<file path="config.mk">
export PLATFORM = sky130hd
export DESIGN_NAME = fsk_bit_filter
export DESIGN_NICKNAME = d
export VERILOG_FILES = /design/src/rtl/fsk_filt_pkg.sv /design/src/rtl/fsk_wake_ctrl.sv /design/src/rtl/fsk_rate_div.sv /design/src/rtl/fsk_window_vote.sv /design/src/rtl/fsk_bit_filter.sv
export SDC_FILE = /design/constraint.sdc
export NUM_CORES = 1
export LEC_CHECK = 0
export BUFFER_PORTS_ARGS = -buffer_cell sky130_fd_sc_hd__buf_2
export CAP_MARGIN = 5
export CORE_ASPECT_RATIO = 1.1
export CORE_MARGIN = 4
export CORE_UTILIZATION = 45
export DETAILED_ROUTE_END_ITERATION = 12
export GPL_ROUTABILITY_DRIVEN = 0
export PLACE_DENSITY_LB_ADDON = 0.3
export SLEW_MARGIN = 20
export SYNTH_ARGS = -nofsm -noshare
export SYNTH_HDL_FRONTEND = slang
export SYNTH_HIERARCHICAL = 1
export SYNTH_SLANG_ARGS = --single-unit
</file>
<file path="constraint.sdc">
create_clock -name clk_i -period 7.6 [get_ports clk_i]
set_input_delay 1.9 -clock clk_i [delete_from_list [all_inputs] [get_ports clk_i]]
set_output_delay 1.9 -clock clk_i [all_outputs]
set_load 0.03 [all_outputs]
</file>
<file path="src/rtl/fsk_filt_pkg.sv">
package fsk_filt_pkg;
  localparam int unsigned WIN_LONG  = 12;
  localparam int unsigned WIN_SHORT = 6;
  localparam int unsigned DIV_W     = 2;
  localparam int unsigned WAKE_EDGES = 2;

  typedef enum logic [1:0] {
    MODE_SLOW  = 2'b00,
    MODE_MID   = 2'b01,
    MODE_FAST  = 2'b10,
    MODE_WIDE  = 2'b11
  } rate_mode_e;
endpackage

</file>
<file path="src/rtl/fsk_wake_ctrl.sv">
module fsk_wake_ctrl #(
  parameter int unsigned WAKE_EDGES = 2
) (
  input  logic clk_i,
  input  logic rst_ni,
  input  logic en_i,
  output logic active_o,
  output logic wake_rst_o
);
  localparam int unsigned CNT_W = (WAKE_EDGES > 1) ? $clog2(WAKE_EDGES) : 1;
  localparam logic [CNT_W-1:0] LAST = CNT_W'(WAKE_EDGES - 1);

  logic [CNT_W-1:0] cnt_q;
  logic             active_q;

  assign wake_rst_o = en_i && !active_q && (cnt_q == LAST);
  assign active_o   = active_q;

  always_ff @(posedge clk_i or negedge rst_ni) begin
    if (!rst_ni) begin
      cnt_q    <= '0;
      active_q <= 1'b0;
    end else if (!en_i) begin
      cnt_q    <= '0;
      active_q <= 1'b0;
    end else if (!active_q) begin
      if (wake_rst_o) active_q <= 1'b1;
      else            cnt_q    <= cnt_q + 1'b1;
    end
  end

  assert_off_idle_R3: assert property (@(posedge clk_i) disable iff (!rst_ni)
    !en_i |=> !active_o);

  assert_wake_delay_R4: assert property (@(posedge clk_i) disable iff (!rst_ni)
    $rose(active_o) |-> ($past(en_i) && $past(en_i, 2)));
endmodule

</file>
<file path="src/rtl/fsk_rate_div.sv">
module fsk_rate_div #(
  parameter int unsigned DIV_W = 2
) (
  input  logic       clk_i,
  input  logic       rst_ni,
  input  logic       clr_i,
  input  logic       run_i,
  input  logic [1:0] mode_i,
  output logic       stb_o
);
  logic [DIV_W-1:0] cnt_q;
  logic [DIV_W-1:0] mask;

  always_comb begin
    unique case (mode_i)
      2'b00:   mask = DIV_W'(3);
      2'b01:   mask = DIV_W'(1);
      default: mask = '0;
    endcase
  end

  assign stb_o = run_i && (&(cnt_q | ~mask));

  always_ff @(posedge clk_i or negedge rst_ni) begin
    if (!rst_ni)     cnt_q <= '0;
    else if (clr_i)  cnt_q <= '0;
    else if (run_i)  cnt_q <= cnt_q + 1'b1;
  end

  assert_stb_gap_R1: assert property (@(posedge clk_i) disable iff (!rst_ni)
    (stb_o && mode_i == 2'b00) |=> (!stb_o || mode_i != 2'b00));
endmodule

</file>
<file path="src/rtl/fsk_window_vote.sv">
module fsk_window_vote #(
  parameter int unsigned WIN_LONG  = 12,
  parameter int unsigned WIN_SHORT = 6
) (
  input  logic clk_i,
  input  logic rst_ni,
  input  logic init_i,
  input  logic stb_i,
  input  logic short_i,
  input  logic bit_i,
  output logic bit_o
);
  localparam int unsigned SUM_W = $clog2(WIN_LONG + 1);
  localparam logic [WIN_LONG-1:0] SHORT_MASK =
    {{(WIN_LONG-WIN_SHORT){1'b0}}, {WIN_SHORT{1'b1}}};

  function automatic logic [WIN_LONG-1:0] alt_pattern();
    logic [WIN_LONG-1:0] p;
    for (int i = 0; i < WIN_LONG; i++) p[i] = (i % 2) == 1;
    return p;
  endfunction

  localparam logic [WIN_LONG-1:0] PRESET = alt_pattern();

  logic [WIN_LONG-1:0] hist_q, hist_nxt, win_mask;
  logic [SUM_W-1:0]    sum;
  logic [SUM_W:0]      twice_sum, win_n;
  logic                above, below;

  assign hist_nxt = {hist_q[WIN_LONG-2:0], bit_i};
  assign win_mask = short_i ? SHORT_MASK : '1;
  assign win_n    = short_i ? (SUM_W+1)'(WIN_SHORT) : (SUM_W+1)'(WIN_LONG);

  always_comb begin
    sum = '0;
    for (int i = 0; i < WIN_LONG; i++)
      sum = sum + SUM_W'(hist_nxt[i] & win_mask[i]);
  end

  assign twice_sum = {sum, 1'b0};
  assign above     = twice_sum > win_n;
  assign below     = twice_sum < win_n;

  always_ff @(posedge clk_i or negedge rst_ni) begin
    if (!rst_ni) begin
      hist_q <= PRESET;
      bit_o  <= 1'b0;
    end else if (init_i) begin
      hist_q <= PRESET;
      bit_o  <= 1'b0;
    end else if (stb_i) begin
      hist_q <= hist_nxt;
      if (above)      bit_o <= 1'b1;
      else if (below) bit_o <= 1'b0;
    end
  end

  assert_tie_hold_R2: assert property (@(posedge clk_i) disable iff (!rst_ni)
    (stb_i && !init_i && !above && !below) |=> $stable(bit_o));

  assert_no_stb_hold_R2: assert property (@(posedge clk_i) disable iff (!rst_ni)
    (!stb_i && !init_i) |=> $stable(bit_o));
endmodule

</file>
<file path="src/rtl/fsk_bit_filter.sv">
module fsk_bit_filter
  import fsk_filt_pkg::*;
#(
  parameter int unsigned WIN_L  = WIN_LONG,
  parameter int unsigned WIN_S  = WIN_SHORT,
  parameter int unsigned DIV_BW = DIV_W,
  parameter int unsigned WAKE_N = WAKE_EDGES
) (
  input  logic       clk_i,
  input  logic       rst_ni,
  input  logic       en_i,
  input  logic [1:0] mode_i,
  input  logic       data_i,
  output logic       data_o,
  output logic       data_oe_o
);
  logic active, wake_rst, stb, short_win;

  assign short_win = (rate_mode_e'(mode_i) == MODE_FAST);

  fsk_wake_ctrl #(.WAKE_EDGES(WAKE_N)) u_wake (
    .clk_i     (clk_i),
    .rst_ni    (rst_ni),
    .en_i      (en_i),
    .active_o  (active),
    .wake_rst_o(wake_rst)
  );

  fsk_rate_div #(.DIV_W(DIV_BW)) u_div (
    .clk_i (clk_i),
    .rst_ni(rst_ni),
    .clr_i (wake_rst),
    .run_i (active && en_i),
    .mode_i(mode_i),
    .stb_o (stb)
  );

  fsk_window_vote #(.WIN_LONG(WIN_L), .WIN_SHORT(WIN_S)) u_vote (
    .clk_i  (clk_i),
    .rst_ni (rst_ni),
    .init_i (wake_rst),
    .stb_i  (stb),
    .short_i(short_win),
    .bit_i  (data_i),
    .bit_o  (data_o)
  );

  assign data_oe_o = en_i && active;

  assert_mode01_locked_R7: assert property (@(posedge clk_i) disable iff (!rst_ni)
    (en_i && $past(en_i)) |-> ((mode_i == 2'b01) == ($past(mode_i) == 2'b01)));
endmodule

</file>
=== Word level (Yosys, flattened, before mapping) ===
Cells that the tools add are included.

* Order comparisons: 2
* Muxes and demuxes: 17
* $add $sub $neg: 13
* Bitwise logic cells: 14
* Equal/unequal tests: 4
* Reductions and logical operators: 12

{| class="wikitable"
|+ Operators by type and width
! cell !! number
|-
| 4-bit adder || 11
|-
| 11-bit two-way mux || 2
|-
| 1-bit AND || 12
|-
| 12-bit two-way mux || 1
|-
| 1-bit two-way mux || 10
|-
| 2-bit AND reduction || 3
|-
| 5-bit greater-than comparator || 1
|-
| 5-bit < comparator || 1
|-
| 1-bit logical AND || 4
|-
| 2-bit two-way mux || 2
|-
| 4-bit two-way mux || 1
|-
| 2-bit inequality test, second input constant || 2
|-
| 2-bit case mux with 2 select lines || 1
|-
| 2-bit nonzero test || 2
|-
| 3-bit nonzero test || 1
|-
| 2-bit by 1-bit adder with 2-bit output, second input constant || 1
|-
| 2-bit by 1-bit == test with 1-bit output, second input constant || 1
|-
| 2-bit == test, second input constant || 1
|-
| 2-bit logical NOT || 1
|-
| 2-bit inverter || 1
|-
| 2-bit OR || 1
|-
| 1-bit adder, second input constant || 1
|-
| 1-bit logical NOT || 1
|}

* Register bits: 16
* Input bits: 6
* Word-level logic and storage cells: 67
* Output and inout port bits: 2

=== Depth between registers and ports, before layout ===
* Word-level depth: 19
* Mapped depth: 15
* Mapped depth without buffers: 15

=== Modules after synthesis ===
The synthesis kept the hierarchy.

{| class="wikitable"
|+ By module, submodules not included
! module !! cells each !! instances !! sequential area each (um^2) !! area an instance (um^2)
|-
| fsk_window_vote || 77 || 1 || 306.5 || 844.6
|-
| fsk_rate_div || 10 || 1 || 50.0 || 102.6
|-
| fsk_wake_ctrl || 7 || 1 || 50.0 || 76.3
|-
| fsk_bit_filter || 2 || 1 || 0.0 || 20.0
|}

=== Worst setup path after synthesis ===
No wires, ideal clock.

* Path kind: input-to-reg
* Start: input mode_i[1]
* End: register u_vote.bit_o
* Stages: 15
* Required time: 7.477 ns
* Setup time: 0.123 ns
* Path slack: 1.895 ns
* Data arrival time: 5.583 ns
* Path buffers: 0
* Cell sequence: nor2b_4 -> nor2b_1 -> fa_1 -> inv_1 -> fa_1 -> fa_1 -> fa_1 -> inv_1 -> ha_1 -> fa_1 -> xor2_1 -> ha_1 -> and4b_1 -> a31oi_1 -> o221a_2

* Cells in the longest elaborated chain, start to end: 13
* Elaborated cells between the ends (all ways): 30
* Classes of those cells: add/sub: 6; order compare: 2; eq/ne: 2; mux: 6; bitwise: 8; reduce/logical: 6

{| class="wikitable"
|+ RTL lines
! element !! line !! text
|-
| start, declared || fsk_bit_filter.sv:12 || <nowiki>input logic [1:0] mode_i,</nowiki>
|-
| 2-bit == test || fsk_bit_filter.sv:19 || <nowiki>assign short_win = (rate_mode_e'(mode_i) == MODE_FAST);</nowiki>
|-
| 12-bit two-way mux || fsk_window_vote.sv:31 || <nowiki>assign win_mask = short_i ? SHORT_MASK : '1;</nowiki>
|-
| 1-bit AND || fsk_window_vote.sv:37 || <nowiki>sum = sum + SUM_W'(hist_nxt[i] & win_mask[i]);</nowiki>
|-
| 4-bit adder (6 in a row) || fsk_window_vote.sv:37 ||
|-
| 5-bit greater-than comparator || fsk_window_vote.sv:41 || <nowiki>assign above = twice_sum > win_n;</nowiki>
|-
| 1-bit two-way mux || fsk_window_vote.sv:53 || <nowiki>if (above) bit_o <= 1'b1;</nowiki>
|-
| 1-bit two-way mux || fsk_window_vote.sv:51 || <nowiki>end else if (stb_i) begin</nowiki>
|-
| 1-bit two-way mux || fsk_window_vote.sv:48 || <nowiki>end else if (init_i) begin</nowiki>
|-
| end signal, assigned || fsk_window_vote.sv:50 || <nowiki>bit_o <= 1'b0;</nowiki>
|-
| end signal, assigned || fsk_window_vote.sv:53 ||
|-
| end signal, assigned || fsk_window_vote.sv:54 || <nowiki>else if (below) bit_o <= 1'b0;</nowiki>
|-
| end, declared || fsk_window_vote.sv:11 || <nowiki>output logic bit_o</nowiki>
|}

Several ways; a longest one is shown, not always the timed one. The select of a mux whose other input is x is not followed.
A chain may end at the register's enable or synchronous reset.

=== Final worst setup path ===
* Start: input mode_i[1]
* End: register u_vote.bit_o

* Cells in the longest elaborated chain, start to end: 13
* Elaborated cells between the ends (all ways): 30
* Classes of those cells: add/sub: 6; order compare: 2; eq/ne: 2; mux: 6; bitwise: 8; reduce/logical: 6

{| class="wikitable"
|+ RTL lines
! element !! line !! text
|-
| 2-bit == test (*) || fsk_bit_filter.sv:19 ||
|-
| via short_win || fsk_bit_filter.sv:17 || <nowiki>logic active, wake_rst, stb, short_win;</nowiki>
|-
| 12-bit two-way mux || fsk_window_vote.sv:31 ||
|-
| 1-bit AND || fsk_window_vote.sv:37 ||
|-
| 4-bit adder (6 in a row) || fsk_window_vote.sv:37 ||
|-
| 5-bit greater-than comparator || fsk_window_vote.sv:41 ||
|-
| 1-bit two-way mux || fsk_window_vote.sv:53 ||
|-
| 1-bit two-way mux || fsk_window_vote.sv:51 ||
|-
| 1-bit two-way mux || fsk_window_vote.sv:48 ||
|}

Mark *: on every way through the listed nets, which the timed path passes. The rest lies on a longest branch. The select of a mux whose other input is x is not followed.

==> summary.md <==
| Metric | Value |
|---|---|
| CTS Sinks | 16 |
| Commonest cells in the netlist | inv_1, dfrtp_1, mux2i_1 |
| Slew Limit Fails | 0 |
| Post-synthesis cell count | 96 |
| Layout cells sized above 1 | 18.9% |
| Die H | a little under 60 um |
| H-tree Lvls | 1 |
| Die X-Extent | 53.9 um |
| Area of the multi-input gates | 554 um^2 |
| Initial antenna violation count | 0 |
| Routed len/inst | 12.5 um |
| Fmax | 175 MHz |
| Most numerous cell in the Yosys netlist | inv_1 |
| Setup_tns | 0 ns |
| Netlist Area Pre-Place | 1040 um^2 |
| # rows | 18 |
| Overflow after GRT | 0 |
| Worst Path Buf+Inv | 3 |
| Ys flop type | dfrtp_1 |
| DR vias/cell | 4.90 |
| Synth cell types | 29 |
| CP Cell Sequence | buf_2 -> nor2b_4 -> nor2b_1 -> fa_1 -> inv_1 -> fa_1 -> fa_1 -> fa_1 -> inv_1 -> ha_1 -> fa_1 -> xor2_1 -> ha_1 -> and4b_1 -> a31oi_1 -> o221a_2 |
| Crit path top cell by count | fa_1 |
| EDFF count, synth | 0 |
| Startpoint types | primary input |
| Post_cts resized | 0 |
| Clk slew on worst S/H paths | 0.10 ns |
| Routed Antenna Nets | 0 |
| Worst min path class | reg2reg |
| Via count | between 600 and 700 |
| Final HPWL DP | 1330 um |
| Area share of the largest cell type after synthesis | a little over a quarter |
| Port bufs | 7 |
| Max-cap violations | 0 |
| Worst-margin pin slew | between 0.6 and 0.7 ns |
| CP max stage cell | fa_1 |
| Crit path max-delay family | adder cells |
| Clock skew | 0.00398 ns |
| Hold buffers post-CTS | 0 |
| Largest net degree at the start of global routing | 17 |
| Largest cells by area after synthesis | dfrtp_1, fa_1, dfstp_2, mux2i_1, ha_1 |
| Reg area | ~400 um^2 |
| Avg Synthesized Cell Area | 10.9 um^2 |
| CTS tree | done |
| Vias in the first global route | 717 |
| Starting Density | ~47% |
| Worst path max stage delay | 0.53 ns |
| Crit path capture type | register |
| Die ar. | 3150 um^2 |
| Routed WL | 1700 um |
| All-layer global routing usage | 13.6% |
| Synth area leader | dfrtp_1 |
| Post-layout nets | 126 |
| Final min period | approximately 5.7 ns |
| Sequential-to-total area share from yosys stat | 39.0% |
| Synthesis-stage register bit count | 16 |
| Core area | 2230 um^2 |
| Fraction of registers with async set/reset | 100% |
| Crit path arrival time | 5.93 ns |
| Setup bufs post-CTS | 0 |
| Critical Path Fanout Max | 8 |
| Final hold violations | 0 |
| Initial DRC count | 13 |
| Max transition margin | 55.4% |
| Area grow syn2layout | 8.63% |
| Setup CP Type | in2reg |
| Worst-Skew Late Latency | between 0.2 and 0.3 ns |
| # setup viols final | 0 |
| Setup WS pre-CTS | ~1.6 ns |
| CTS Buf Count | 3 |
| First-pass DRT Iterations | 6 |
| Root Buffer | clkbuf_4 |
| Syn Nets | 115 |
| Outcome | complete, no violations |
| Synthesis Warnings | 6 |
| R2R Setup Slk | ~3.4 ns |
| DRC | 0 |
| # diodes | 0 |
| First-pass GRT wire length | 3110 um |
| Post-route worst setup slack | 1.90 ns |
| Final Cycle Share | 75.0% |
| RSZ-0062 raised after global routing | no |
| Fill cell count | between 200 and 250 |
| Buffer depth of the longest clock path | 2 |
| I/O Pins | 8 |
| Req. time, crit path | around 7.8 ns |
==> layout make-up <==
cell class,instances,share of cell area [%]
multi-input combinational,63,48.9
sequential,16,35.9
inverter,15,4.97
timing repair buffer,8,3.75
tap,30,3.31
clock buffer,4,3.20
==> flip-flops by register name, indices dropped and copies added, names as in the netlist <==
register         cells
u_vote/bit_o         1
u_wake/active_o      1
u_wake/cnt_q         1
u_vote/hist_q       11
u_div/cnt_q          2
==> path summary, 6_finish.rpt <==
kind	start	cells after the start	endpoint
max	mode_i[1]	16	u_vote/bit_o$_DFFE_PN0P_
min	u_wake/active_o$_DFF_PN0_	1	u_wake/cnt_q$_DFFE_PN0P_
max reg2reg	u_vote/hist_q[6]$_DFFE_PN0P_	14	u_vote/bit_o$_DFFE_PN0P_
min reg2reg	u_wake/active_o$_DFF_PN0_	1	u_wake/cnt_q$_DFFE_PN0P_
max in group asynchronous	rst_ni	1	u_vote/hist_q[9]$_DFFE_PN1P_
min in group asynchronous	rst_ni	1	u_vote/bit_o$_DFFE_PN0P_
==> cells by family (layout without fill, tap and decap cells) <==
group                      count (synthesis)  count (layout)  synth area share [%]
AOI/OAI and AO/OA                          9               9                  6.60
adders and majority gates                 13              13                  20.6
buffers and inverters                     17              27                  7.91
and+or+nand+nor                           29              29                  14.6
DFF                                       16              16                  39.0
muxes                                     10              10                  9.59
xor gates and xnor gates                   2               2                  1.68
==> per-layer routing <==
layer / vias up / wire (um) / GRT usage (%)
li1: 326 / - / -
met1: 331 / 752 / 16.7
met2: 8 / 886 / 22.7
met3: 2 / 48 / 3.04
met4: 0 / 15 / 5.47
met5: - / 0 / 0
==> stage by stage <==
| step | std cells | area [um^2] | utilization (%) | hold WS (ns) |
|---|---|---|---|---|
| 3_3_place_gp | 132 | 1100 | 49.2 | 0.472 |
| 2_1_floorplan | 96 | 1040 | - | 0.454 |
| 6_report | 136 | 1130 | 50.8 | 0.505 |
| 3_5_place_dp | 132 | 1100 | 49.2 | 0.495 |
| 4_1_cts | 136 | 1130 | 50.8 | 0.511 |
| 5_1_grt | 136 | 1130 | 50.8 | 0.539 |
==> layout by cell type, fill, tap and decap left out, types with 2 or more instances in the layout <==
cell type and n:
dfrtp_1 11, nor2_1 9, nand3b_1 2, nor2b_1 2
inv_1 15, nand2_1 7, ha_1 6, buf_2 7
dfstp_2 5, nand2b_1 4, fa_1 7, mux2i_1 10
clkbuf_4 3
==> worst reg2reg max path, cell delays in order (launching register included) <==
cell and delay [ns]:
dfrtp_1 0.41, nor2b_1 0.15, fa_1 0.51, inv_1 0.05, fa_1 0.46, fa_1 0.49, fa_1 0.53, inv_1 0.05
ha_1 0.19, fa_1 0.38, xor2_1 0.17, ha_1 0.29, and4b_1 0.17, a31oi_1 0.14, o221a_2 0.19
Power is not shown: default switching activity piles up to over one toggle a cycle in this logic, so the estimate is an artifact.
